### config.mk
export PLATFORM = sky130hd
export DESIGN_NAME = cpb_branch_seq
export DESIGN_NICKNAME = d
export VERILOG_FILES = /design/src/rtl/cpb_pkg.sv /design/src/rtl/cpb_opdec.sv /design/src/rtl/cpb_resp_class.sv /design/src/rtl/cpb_target.sv /design/src/rtl/cpb_branch_seq.sv
export SDC_FILE = /design/constraint.sdc
export NUM_CORES = 1
export LEC_CHECK = 0
export BUFFER_PORTS_ARGS = -buffer_cell sky130_fd_sc_hd__buf_4
export CELL_PAD_IN_SITES_DETAIL_PLACEMENT = 0
export CELL_PAD_IN_SITES_GLOBAL_PLACEMENT = 1
export CORE_MARGIN = 5
export CORE_UTILIZATION = 43
export DETAILED_ROUTE_END_ITERATION = 10
export GPL_ROUTABILITY_DRIVEN = 0
export HOLD_SLACK_MARGIN = 0.1
export PLACE_DENSITY_LB_ADDON = 0.2
export SLEW_MARGIN = 20
export SYNTH_ARGS = -nofsm -noshare
export SYNTH_HDL_FRONTEND = slang
export SYNTH_SLANG_ARGS = --single-unit
### constraint.sdc
create_clock -name clk -period 4.34 [get_ports clk]
set_input_delay 0.651 -clock clk [delete_from_list [all_inputs] [get_ports clk]]
set_output_delay 0.651 -clock clk [all_outputs]
set_load 0.03 [all_outputs]
### src/rtl/cpb_pkg.sv
package cpb_pkg;

    typedef enum logic [2:0] {
        S_IDLE,
        S_DECODE,
        S_WRITE_COND,
        S_POLL,
        S_SKIP_EXT,
        S_FETCH_DISP_HI,
        S_FETCH_DISP_LO,
        S_DONE
    } cpb_state_e;

    typedef enum logic [1:0] {
        RSP_NULL,
        RSP_BUSY,
        RSP_SERVICE
    } cpb_resp_e;

    localparam logic [3:0] OP_FLINE   = 4'b1111;
    localparam logic [2:0] FMT_WORD   = 3'b010;
    localparam logic [2:0] FMT_LONG   = 3'b011;
    localparam logic       CP_REG_CND = 1'b0;
    localparam logic       CP_REG_RSP = 1'b1;

endpackage

### src/rtl/cpb_opdec.sv
module cpb_opdec
    import cpb_pkg::*;
(
    input  logic [15:0] op_word,
    output logic        legal,
    output logic        is_long,
    output logic [2:0]  cpid,
    output logic [5:0]  cond_sel
);
    logic [2:0] fmt;

    always_comb begin
        fmt      = op_word[8:6];
        legal    = (op_word[15:12] == OP_FLINE) &&
                   ((fmt == FMT_WORD) || (fmt == FMT_LONG));
        is_long  = (fmt == FMT_LONG);
        cpid     = op_word[11:9];
        cond_sel = op_word[5:0];
    end
endmodule

### src/rtl/cpb_resp_class.sv
module cpb_resp_class
    import cpb_pkg::*;
(
    input  logic [15:0] rsp_word,
    output cpb_resp_e   rsp_kind,
    output logic        cond_bit
);
    always_comb begin
        cond_bit = rsp_word[0];
        if (rsp_word[15:13] == 3'b000) begin
            rsp_kind = RSP_NULL;
        end else if (rsp_word[15]) begin
            rsp_kind = RSP_BUSY;
        end else begin
            rsp_kind = RSP_SERVICE;
        end
    end
endmodule

### src/rtl/cpb_target.sv
module cpb_target #(
    parameter int ADDR_W = 32
) (
    input  logic [ADDR_W-1:0] base_addr,
    input  logic              is_long,
    input  logic [15:0]       hi_word,
    input  logic [15:0]       lo_word,
    output logic [ADDR_W-1:0] tgt_addr
);
    logic [31:0]       disp32;
    logic [ADDR_W-1:0] disp_ext;

    always_comb begin
        disp32 = is_long ? {hi_word, lo_word} : {{16{lo_word[15]}}, lo_word};
    end

    generate
        if (ADDR_W > 32) begin : g_wide
            always_comb disp_ext = {{(ADDR_W-32){disp32[31]}}, disp32};
        end else if (ADDR_W == 32) begin : g_exact
            always_comb disp_ext = disp32;
        end else begin : g_narrow
            always_comb disp_ext = disp32[ADDR_W-1:0];
        end
    endgenerate

    always_comb tgt_addr = base_addr + disp_ext;
endmodule

### src/rtl/cpb_branch_seq.sv
module cpb_branch_seq
    import cpb_pkg::*;
#(
    parameter int ADDR_W     = 32,
    parameter int POLL_LIMIT = 256,
    parameter int EXT_W      = 2
) (
    input  logic              clk,
    input  logic              rst_n,
    input  logic              start,
    input  logic [ADDR_W-1:0] instr_addr,
    input  logic [EXT_W-1:0]  ext_count,
    output logic              fetch_req,
    output logic [ADDR_W-1:0] fetch_addr,
    input  logic              fetch_valid,
    input  logic [15:0]       fetch_data,
    output logic [2:0]        cp_sel,
    output logic              cp_reg,
    output logic              cp_wr,
    output logic              cp_rd,
    output logic [15:0]       cp_wdata,
    input  logic [15:0]       cp_rdata,
    output logic              cp_svc,
    output logic              busy,
    output logic              done,
    output logic              taken,
    output logic [ADDR_W-1:0] target,
    output logic              illegal,
    output logic              proto_err
);
    localparam int CNT_W = $clog2(POLL_LIMIT + 1);
    localparam logic [CNT_W-1:0] LAST_POLL = CNT_W'(POLL_LIMIT - 1);
    localparam logic [ADDR_W-1:0] WORD_STEP = ADDR_W'(2);

    typedef struct packed {
        cpb_state_e        st;
        logic [ADDR_W-1:0] pc;
        logic [ADDR_W-1:0] base;
        logic [EXT_W-1:0]  ext_left;
        logic [2:0]        cpid;
        logic              is_long;
        logic [5:0]        sel;
        logic [15:0]       disp_hi;
        logic [CNT_W-1:0]  polls;
        logic              svc;
        logic              result;
        logic              taken;
        logic [ADDR_W-1:0] target;
        logic              illegal;
        logic              perr;
    } seq_t;

    seq_t q, d;

    logic        dec_legal;
    logic        dec_long;
    logic [2:0]  dec_cpid;
    logic [5:0]  dec_sel;
    cpb_resp_e   rsp_kind;
    logic        rsp_bit;
    logic [ADDR_W-1:0] tgt_sum;

    cpb_opdec u_opdec (
        .op_word  (fetch_data),
        .legal    (dec_legal),
        .is_long  (dec_long),
        .cpid     (dec_cpid),
        .cond_sel (dec_sel)
    );

    cpb_resp_class u_rsp (
        .rsp_word (cp_rdata),
        .rsp_kind (rsp_kind),
        .cond_bit (rsp_bit)
    );

    cpb_target #(.ADDR_W(ADDR_W)) u_tgt (
        .base_addr (q.base),
        .is_long   (q.is_long),
        .hi_word   (q.disp_hi),
        .lo_word   (fetch_data),
        .tgt_addr  (tgt_sum)
    );

    always_comb begin
        d         = q;
        d.svc     = 1'b0;
        fetch_req = 1'b0;
        cp_wr     = 1'b0;
        cp_rd     = 1'b0;

        unique case (q.st)
            S_IDLE: begin
                if (start) begin
                    d.pc       = instr_addr;
                    d.ext_left = ext_count;
                    d.taken    = 1'b0;
                    d.target   = '0;
                    d.illegal  = 1'b0;
                    d.perr     = 1'b0;
                    d.st       = S_DECODE;
                end
            end
            S_DECODE: begin
                fetch_req = 1'b1;
                if (fetch_valid) begin
                    d.pc = q.pc + WORD_STEP;
                    if (!dec_legal) begin
                        d.illegal = 1'b1;
                        d.st      = S_DONE;
                    end else begin
                        d.cpid    = dec_cpid;
                        d.is_long = dec_long;
                        d.sel     = dec_sel;
                        d.base    = q.pc + WORD_STEP;
                        d.st      = S_WRITE_COND;
                    end
                end
            end
            S_WRITE_COND: begin
                cp_wr   = 1'b1;
                d.polls = '0;
                d.st    = S_POLL;
            end
            S_POLL: begin
                if (!q.svc) begin
                    cp_rd   = 1'b1;
                    d.polls = q.polls + 1'b1;
                    if (rsp_kind == RSP_NULL) begin
                        d.result = rsp_bit;
                        d.st     = (q.ext_left != '0) ? S_SKIP_EXT : S_FETCH_DISP_HI;
                    end else if (q.polls == LAST_POLL) begin
                        d.perr = 1'b1;
                        d.st   = S_DONE;
                    end else if (rsp_kind == RSP_SERVICE) begin
                        d.svc = 1'b1;
                    end
                end
            end
            S_SKIP_EXT: begin
                fetch_req = 1'b1;
                if (fetch_valid) begin
                    d.pc       = q.pc + WORD_STEP;
                    d.ext_left = q.ext_left - 1'b1;
                    if (q.ext_left == EXT_W'(1)) begin
                        d.st = S_FETCH_DISP_HI;
                    end
                end
            end
            S_FETCH_DISP_HI: begin
                fetch_req = 1'b1;
                if (fetch_valid) begin
                    d.pc = q.pc + WORD_STEP;
                    if (q.is_long) begin
                        d.disp_hi = fetch_data;
                        d.st      = S_FETCH_DISP_LO;
                    end else begin
                        d.target = tgt_sum;
                        d.taken  = q.result;
                        d.st     = S_DONE;
                    end
                end
            end
            S_FETCH_DISP_LO: begin
                fetch_req = 1'b1;
                if (fetch_valid) begin
                    d.pc     = q.pc + WORD_STEP;
                    d.target = tgt_sum;
                    d.taken  = q.result;
                    d.st     = S_DONE;
                end
            end
            S_DONE: begin
                d.st = S_IDLE;
            end
            default: d.st = S_IDLE;
        endcase
    end

    always_ff @(posedge clk or negedge rst_n) begin
        if (!rst_n) begin
            q <= '{st: S_IDLE, default: '0};
        end else begin
            q <= d;
        end
    end

    always_comb begin
        fetch_addr = q.pc;
        cp_sel     = q.cpid;
        cp_reg     = (q.st == S_WRITE_COND) ? CP_REG_CND : CP_REG_RSP;
        cp_wdata   = {10'b0, q.sel};
        cp_svc     = q.svc;
        busy       = (q.st != S_IDLE);
        done       = (q.st == S_DONE);
        taken      = q.taken;
        target     = q.target;
        illegal    = q.illegal;
        proto_err  = q.perr;
    end
endmodule

==> results.toml, run 1 <==
[sta]
clock.fmax_mhz = 317.9
hold_violations = 0
finClkSkew_ps = 7.432
rsz0062_at_grt = "false"
max_slew_margin_pct = 31.49
finalSetupTns_ps = 0
period_needed_ps = 3146
tightest_slew_ps = 1028
final_max_slew_viol_count = 0
fin_crit_sh_pct = 72.49
final-setup-viol-count = 0

[critical_path]
cpPeakStageDelay_ps = 430
path_max_fanout = 4
crit_arrival_ps = 3390
crit_path_cell_trace = "ha_1, fa_1, a21oi_1, o221ai_1, o21ai_0, o31ai_1, a311oi_1, o21ai_0, mux2i_1, o311ai_0"
start_kind = "flop"
cp_num_cells = 10
endpoint_kind = "flop"
critPathBufInv = 0
worstPathRequired_ps = 4590
slowest_stage = "o21ai_0"
worstSetupPathType = "reg -> reg"
reg2reg_depth = 10
crit_top_cell = "o21ai_0"
crit_family = "compound AO/OA/AOI/OAI gates"

[global_routing]
groute.usage.overall_pct = 20.14
grt_pass1_vias = 7135
antenna_found_initial = 0
grt_pass1_wl_um = 38740
overflow = 0
grt_max_degree = 94

[route]
drtIter0Drc = 442
avgViaCountPerCell = 5.359
routedWlPerCell_um = 17.29
vias = 7326
ant_nets = 0
drc = 0
first_pass_iters = 5
routed_wl_um = 23640

[clock_tree]
htreeDepth = 4
clk_path_buf_depth = 2
cts_tree = "built"
clock_latency_ps = 420
clk_pin_slew_ps = 60
cts_resized = 0
cts_root_buf = "clkbuf_16"
cts_buffers = 17
holdBufCountCts = 0
cts_setup_buffers = 0
cts.sinks = 141

[floorplanning]
fp.dieH_um = 154.6
fp.coreArea_um2 = 20820
ioPinCount = 163
die_area_um2 = 23910
initial_core_util_pct = 43.20
row_count = 53
fp.dieW_um = 154.6

[power]
finalPower_mw = 7.312
leakagePower_nw = 4.918
vdd_drop_max_v = 0.0003498
power_density_nw_per_um2 = 710.1

[cells_and_area]
fin_cells = 1367
drive_gt1_share_pct = 20.42
num_antenna_cells = 0
syn2layout_area_growth_pct = 14.48
nets = 1187
final_common_cell = "buf_4"
final_cell_mix = "152 x buf_4, 141 x dfrtp_1, 99 x nand2_1, 95 x o21ai_0, 90 x nor2_1"

[place]
hpwl_um = 17340
port_buffers = 140
place_inst = 1336

[synthesis]
ys_seq_area_share_pct = 39.23
synth.avg_cell_area_um2 = 8.632
syn_area_um2 = 8995
synth_cell_types = 70
synth-main-ff-cell = "dfrtp_1"
yosys_register_bits = 141
ys_warn_count = 0
async_reset_ff_share_pct = 100.0
syn-instance-count = 1042
synth_edf_count = 0

[run]
maxCapViolCount = 0

[run_status]
outcome = "complete, no violations"

[hold_path]
min_path_type = "in -> async"
## where the power goes
group / leakage, nW / total (mW) / internal, mW / switching (mW)
sequential: 1.83 / 2.25 / 1.77 / 0.481
combinational: 2.80 / 3.55 / 1.34 / 2.21
clock: 0.287 / 1.51 / 0.934 / 0.574
total: 4.92 / 7.31 / 4.05 / 3.27
## flip-flops by register name, indices dropped and copies added, names as in the netlist
register and count:
cp_svc 1, target 32, fetch_addr 32, taken 1
illegal 1, cp_sel 3, q 64, proto_err 1
cp_wdata 6
## metal layers
layer / part of all wire [%] / GRT usage, %
met1: 49 / 29.75
met2: 44 / 29.72
met3: 4.7 / 3.525
met4: 2.4 / 7.107
met5: 0 / 0
## logic make-up after synthesis
family / count (synthesis) / share of synthesized area [%]
AO/OA/AOI/OAI: 279 / 18.58
other: 1 / 0.04169
flip-flops: 141 / 39.23
adder cells (fa/ha/maj): 37 / 5.230
multiplexers: 32 / 3.950
AND/OR/NAND/NOR: 327 / 16.97
XOR/XNOR: 55 / 5.355
buffers and inverters: 170 / 10.64
## layout make-up
class                      count  area (um^2)
sequential                   141         3528
inverter                      27        101.3
clock buffer                  22        464.2
fill                        2066        10530
tap                          275        344.1
timing repair buffer         153         1152
clock inverter                 9        136.4
multi-input combinational    740         4571
## worst paths after layout
check                      slack [ps]    endpoint         start
min in group clk                  400      cp_svc  cp_rdata[15]
max in group asynchronous        3110  target[19]         rst_n
max reg2reg                      1190  target[30]         q[74]
min                               310       q[38]         rst_n
min reg2reg                       480       q[45]         q[45]
max                              1190  target[30]         q[74]
## worst register-to-register path: stages (launching register included)
cell and delay (ps):
dfrtp_1 380, ha_1 230, fa_1 410, a21oi_1 230, o221ai_1 240, o21ai_0 430
o31ai_1 200, a311oi_1 350, o21ai_0 170, mux2i_1 180, o311ai_0 160
## synth_stat cells, types with 3 or more instances
cell       number  area, um^2
o211ai_1        3       22.52
mux2i_1         4       40.04
xnor2_1        36       315.3
ha_1           36       450.4
o22ai_1         7       43.79
buf_4          83       623.1
o2bb2ai_1       4       35.03
nor3_1         17       85.08
and3_1         20       125.1
inv_1          26       97.59
a22oi_1        17       127.6
a21oi_1        83       415.4
nand2_1        99       371.6
and2_1          3       18.77
dfrtp_1       141        3528
nor4_1          7       43.79
a21o_1         20       150.1
nor2_1         90       337.8
o21a_1          4       30.03
nand2b_1        4       25.02
nand4_1        11       68.82
xor2_1         19       166.4
or3_1           7       43.79
o21ai_0        95       475.5
clkbuf_1       55       206.5
a21boi_0        3       22.52
a211oi_1        4       30.03
a31oi_1         6       37.54
mux2_2         28       315.3
buf_1           4       15.01
o21bai_1        4       30.03
o2111ai_1       3       26.28
nand3_1        53       265.3
## through the flow
step                setup slack [ps]  hold slack (ps)  util, %  cell area [um^2]
global placement               769.6            470.3    46.57              9697
global route                    1002            385.5    49.45             10300
CTS                             1142            348.4    49.45             10300
floorplan                       1296            355.4        -              9029
finish                          1194            307.1    49.45             10300
detailed placement             736.8            471.9    46.57              9697
No activity file was read; power rests on OpenSTA's default activity.
==> run 2, diff against run 1 <==
- ABC_AREA: default -> 1
- CORE_UTILIZATION: 43 -> 41
- clock period: 4.34 -> 3.3 ns (I/O delays scaled with it)
==> run 2 against run 1 <==
  * Critical endpoint is now target[19]
  * Via count grew 21%
  * Sequential cell count is the same
  * Non-clock buffer count shrank 3
  * Highest routed layer is now met5
  * Die area grew 15%
  * Power grew 43%
==> results.toml, run 2 <==
[power]
leakagePower_nw = 6.184
finalPower_mw = 10.48
power_density_nw_per_um2 = 924.7
vdd_drop_max_v = 0.0005008

[cells_and_area]
final_common_cell = "nand2_1"
post-route-util_pct = 46.87
drive_gt1_share_pct = 14.46
largest-register = "q"
nets = 1622
final_cell_mix = "500 x nand2_1, 187 x inv_1, 148 x buf_4, 141 x dfrtp_1, 120 x nor2_1"
largest_register_ffs = 64
num_antenna_cells = 0
syn2layout_area_growth_pct = 13.31

[sta]
finalSetupTns_ps = 0
period_needed_ps = 2504
final_max_slew_viol_count = 0
fin_crit_sh_pct = 75.88
final-setup-viol-count = 0
rsz0062_at_grt = "false"
tightest_slew_ps = 855.8
max_slew_margin_pct = 42.86
hold_violations = 0
clock.fmax_mhz = 399.4
finClkSkew_ps = 16.52

[floorplanning]
fp.dieW_um = 166.2
row_count = 57
initial_core_util_pct = 41.37
ioPinCount = 163
fp.dieH_um = 166.2
fp.coreArea_um2 = 24180
die_area_um2 = 27620

[route]
drc = 0
drtIter0Drc = 592
vias = 8859
first_pass_iters = 6
routedWlPerCell_um = 15.10
routed_wl_um = 27960
ant_nets = 0
avgViaCountPerCell = 4.783

[critical_path]
critPathBufInv = 2
crit_path_cell_trace = "inv_1, nand2_1, o21ai_0, ha_1, nand2_1, nor2_1, inv_1, nor2_1, nand4_1, nand3_1, nand2_1, nand2_1, o21ai_0"
crit_family = "simple AND/OR/NAND/NOR gates"
slowest_stage = "dfrtp_1"
rrSetupSlack_ps = 800
path_max_fanout = 16
worstPathRequired_ps = 3610
crit_top_cell = "nand2_1"
worstSetupPathType = "reg -> reg"
reg2reg_depth = 13
cp_num_cells = 13
crit_arrival_ps = 2810
endpoint_kind = "flop"
cpPeakStageDelay_ps = 430
start_kind = "flop"

[synthesis]
ys_seq_area_share_pct = 35.28
yosys_register_bits = 141
synth.avg_cell_area_um2 = 6.883
syn_area_um2 = 10000
synth_cell_types = 48
ys_warn_count = 0
synth-main-ff-cell = "dfrtp_1"
syn-instance-count = 1453
synth_area_leaders = "dfrtp_1 35%, nand2_1 19%, inv_1 7.0%"
synth_edf_count = 0
synth.most_common_cell = "nand2_1"
synth_top_area_share_pct = 35.28
async_reset_ff_share_pct = 100.0
yosys-top-cells-count = "500 x nand2_1, 187 x inv_1, 141 x dfrtp_1"
yosys.area.top_type = "dfrtp_1"

[global_routing]
overflow = 0
groute.usage.overall_pct = 20.51
antenna_found_initial = 1
grt_pass1_vias = 8703
grt_max_degree = 83
grt_pass1_wl_um = 45890

[place]
port_buffers = 140
hpwl_um = 22250

[clock_tree]
holdBufCountCts = 0
cts.sinks = 141
cts_buffers = 17
cts_setup_buffers = 0
clock_latency_ps = 430
htreeDepth = 4
clk_pin_slew_ps = 70
cts_root_buf = "clkbuf_16"
cts_resized = 0
cts_tree = "built"
clk_path_buf_depth = 2

[hold_path]
min_path_type = "in -> async"

[run]
maxCapViolCount = 0

[run_status]
outcome = "complete, no violations"
run 2: cell types whose count changed in the layout (fill, tap and decap cells not counted), moves of 8 or more:
cell	delta
inv_1	+161
a21oi_1	-12
xnor2_1	-33
nand2_2	+10
nand2_1	+401
a31oi_1	+8
nand3_1	+15
a22o_1	+9
nor2_1	+30
o21ai_0	-36
mux2_2	-28
and3_1	-20
a21o_1	-19
run 2: cell type report:
class	count	area [um^2]
Inverter	195	738.2
Tap cell	324	405.4
Multi-Input combinational cell	1010	4932
Clock buffer	21	450.4
Clock inverter	11	135.1
Fill cell	2535	12840
Sequential cell	141	3528
Timing Repair Buffer	150	1142
run 2: power by group:
part / internal, mW / switching, mW / total, mW
Combinational: 1.85 / 3.74 / 5.59
Clock: 1.15 / 0.811 / 1.96
Sequential: 2.36 / 0.576 / 2.93
Total: 5.35 / 5.13 / 10.5
run 2: layer usage:
| layer | track usage [%] | share of wire [%] | vias up |
|---|---|---|---|
| met5 | 0 | 0.025 | - |
| met4 | 5.022 | 1.3 | 2 |
| met3 | 3.594 | 4.4 | 27 |
| met2 | 32.39 | 45 | 212 |
| met1 | 29.39 | 50 | 3988 |
| li1 | - | - | 4630 |
run 2: worst paths after layout:
kind / startpoint / end
max: q[68] / target[19]
min: rst_n / cp_wdata[0]
max reg2reg: q[68] / target[19]
min reg2reg: q[44] / q[44]
max in group asynchronous: rst_n / q[37]
min in group clk: cp_rdata[15] / cp_svc
run 2: cell families after synthesis:
group | synth area share, %
flip-flops | 35.28
buffers and inverters | 15.74
AND/OR/NAND/NOR | 31.26
AO/OA/AOI/OAI | 11.13
XOR/XNOR | 1.839
other | 0.03750
adder cells (fa/ha/maj) | 4.704
run 2: per-stage QoR:
stage	area (um^2)	setup slack, ps	cells	hold WS, ps
final	11330	796.1	1852	104.2
after global routing	11330	419.2	1852	170.2
after CTS	11330	747.9	1852	146.3
after detailed placement	10750	655.2	1820	464.5
after global placement	10750	652.5	1820	457.1
after floorplan	10030	1149	1462	199.4
==> run 3, diff against run 2 <==
- clock period: 3.3 -> 2.47 ns (I/O delays scaled with it)
==> run 3 against run 2 <==
  * Final area grew 2.3%
  * Final cell count grew 0.86%
  * Global-route usage up 0.071 points
  * Clock skew down 5.7 ps
  * Worst hold slack better by 71 ps
  * Critical path type unchanged
==> results.toml, run 3 (synthesis gave the netlist of run 2 again) <==
[run_status]
outcome = "complete, no violations"

[clock_tree]
cts_root_buf = "clkbuf_16"
htreeDepth = 4
cts_tree = "built"
cts_buffers = 17
clk_pin_slew_ps = 60
clk_path_buf_depth = 2
clock_latency_ps = 430
cts.sinks = 141
cts_setup_buffers = 0

[global_routing]
antenna_found_initial = 1
grt_pass1_wl_um = 46170
overflow = 0
grt_pass1_vias = 8753
groute.usage.overall_pct = 20.59
grt_max_degree = 57

[cells_and_area]
largest-register = "q"
nets = 1638
post-route-util_pct = 47.94
final_common_cell = "nand2_1"
syn2layout_area_growth_pct = 15.90
num_antenna_cells = 0
finalInstanceArea_um2 = 11590
largest_register_ffs = 64
final_cell_mix = "500 x nand2_1, 186 x inv_1, 161 x buf_4, 141 x dfrtp_1, 118 x nor2_1"
drive_gt1_share_pct = 16.06

[place]
pre_cts_ws_ps = 147.2
port_buffers = 140
hpwl_um = 22630
placed_cell_area_um2 = 10860

[critical_path]
critPathBufInv = 2
crit_path_cell_trace = "inv_2, buf_4, o21ai_0, ha_2, nand2_1, nor2_1, nand2_1, nor2_1, nand2_1, nand3_1, nand2_1, nand3_1, nand2_1"
endpoint_kind = "flop"
worstSetupPathType = "reg -> reg"
crit_arrival_ps = 2570
slowest_stage = "ha_2"
path_max_fanout = 13
reg2reg_depth = 13
worstPathRequired_ps = 2790
cp_num_cells = 13
start_kind = "flop"
crit_top_cell = "nand2_1"
cpPeakStageDelay_ps = 410
crit_family = "simple AND/OR/NAND/NOR gates"

[route]
first_pass_iters = 5
drtIter0Drc = 430
routedWlPerCell_um = 15.16
vias = 8862
routed_wl_um = 28320
drc = 0
ant_nets = 0
avgViaCountPerCell = 4.744

[floorplanning]
fp.coreArea_um2 = 24180
die_area_um2 = 27620
fp.dieW_um = 166.2
row_count = 57
fp.dieH_um = 166.2
initial_core_util_pct = 41.37
ioPinCount = 163

[hold_path]
min_path_type = "in -> reg"
hold-path-cell-count = 3

[sta]
period_needed_ps = 2259
clock.fmax_mhz = 442.7
final.setup.worst_slack_ps = 211.2
finClkSkew_ps = 10.85
final_max_slew_viol_count = 0
max_slew_margin_pct = 61.52
hold_violations = 0
tightest_slew_ps = 571.2
fin_crit_sh_pct = 91.45
final-setup-viol-count = 0

[power]
power_density_nw_per_um2 = 1259
finalPower_mw = 14.60
vdd_drop_max_v = 0.0006228
leakagePower_nw = 6.297

[run]
maxCapViolCount = 0
==> run 3: changes by cell type in the layout (fill, tap and decap cells not counted), sizes merged <==
cell	previous run	this run
clkinvlp	2	1
bufinv	2	6
clkbuf	21	19
buf	150	164
dlygate4sd3	0	2
clkinv	5	4
==> run 3: area by class of cell <==
cell class / instances / area, um^2
fill: 2569 / 12590
timing repair buffer: 166 / 1280
tap: 324 / 405.4
multi-input combinational: 1010 / 4964
clock buffer: 19 / 442.9
clock inverter: 13 / 232.7
inverter: 195 / 738.2
sequential: 141 / 3528
==> run 3: worst register-to-register path, stage by stage, from the launching register on <==
cell     delay [ps]
dfrtp_1         400
inv_2           120
buf_4           180
o21ai_0         110
ha_2            410
nand2_1         160
nor2_1          200
nand2_1         100
nor2_1          110
nand2_1          70
nand3_1          80
nand2_1          50
nand3_1         100
nand2_1          60
==> run 3: final timing paths <==
kind | startpoint | end | slack (ps)
worst max-delay path | q[68] | target[25] | 210
worst min-delay path | fetch_data[4] | cp_wdata[4] | 170
worst min register to register | target[16] | target[16] | 480
min in group asynchronous | rst_n | cp_wdata[0] | 460
max in group asynchronous | rst_n | q[85] | 1290
worst max register to register | q[68] | target[25] | 210
==> run 3: repair_timing <==
action | CTS | global route
hold endpoints to repair | 54 | 0
gates resized for setup | 0 | 12
setup endpoints to repair | 0 | 11
hold buffers | 2 | 0
==> run 3: where the power goes <==
group	internal (mW)	switching (mW)
registers	3.15	0.749
clock network	1.93	1.08
logic	2.58	5.11
total	7.66	6.93
==> run 3: routing by layer <==
layer / GRT usage (%) / vias up / routed length [um]
met5: 0 / - / 7
met1: 29.51 / 3995 / 14190
met4: 4.197 / 2 / 299
li1: - / 4642 / -
met3: 3.880 / 21 / 1280
met2: 32.69 / 202 / 12540
==> run 3: stage by stage <==
stage	hold slack, ps	setup TNS (ps)	instances
after floorplan	74.91	0	1462
after global placement	372.5	0	1834
after detailed placement	371.7	0	1834
after CTS	162.5	0	1868
after global routing	177.9	-7.243	1868
final	175.0	0	1868
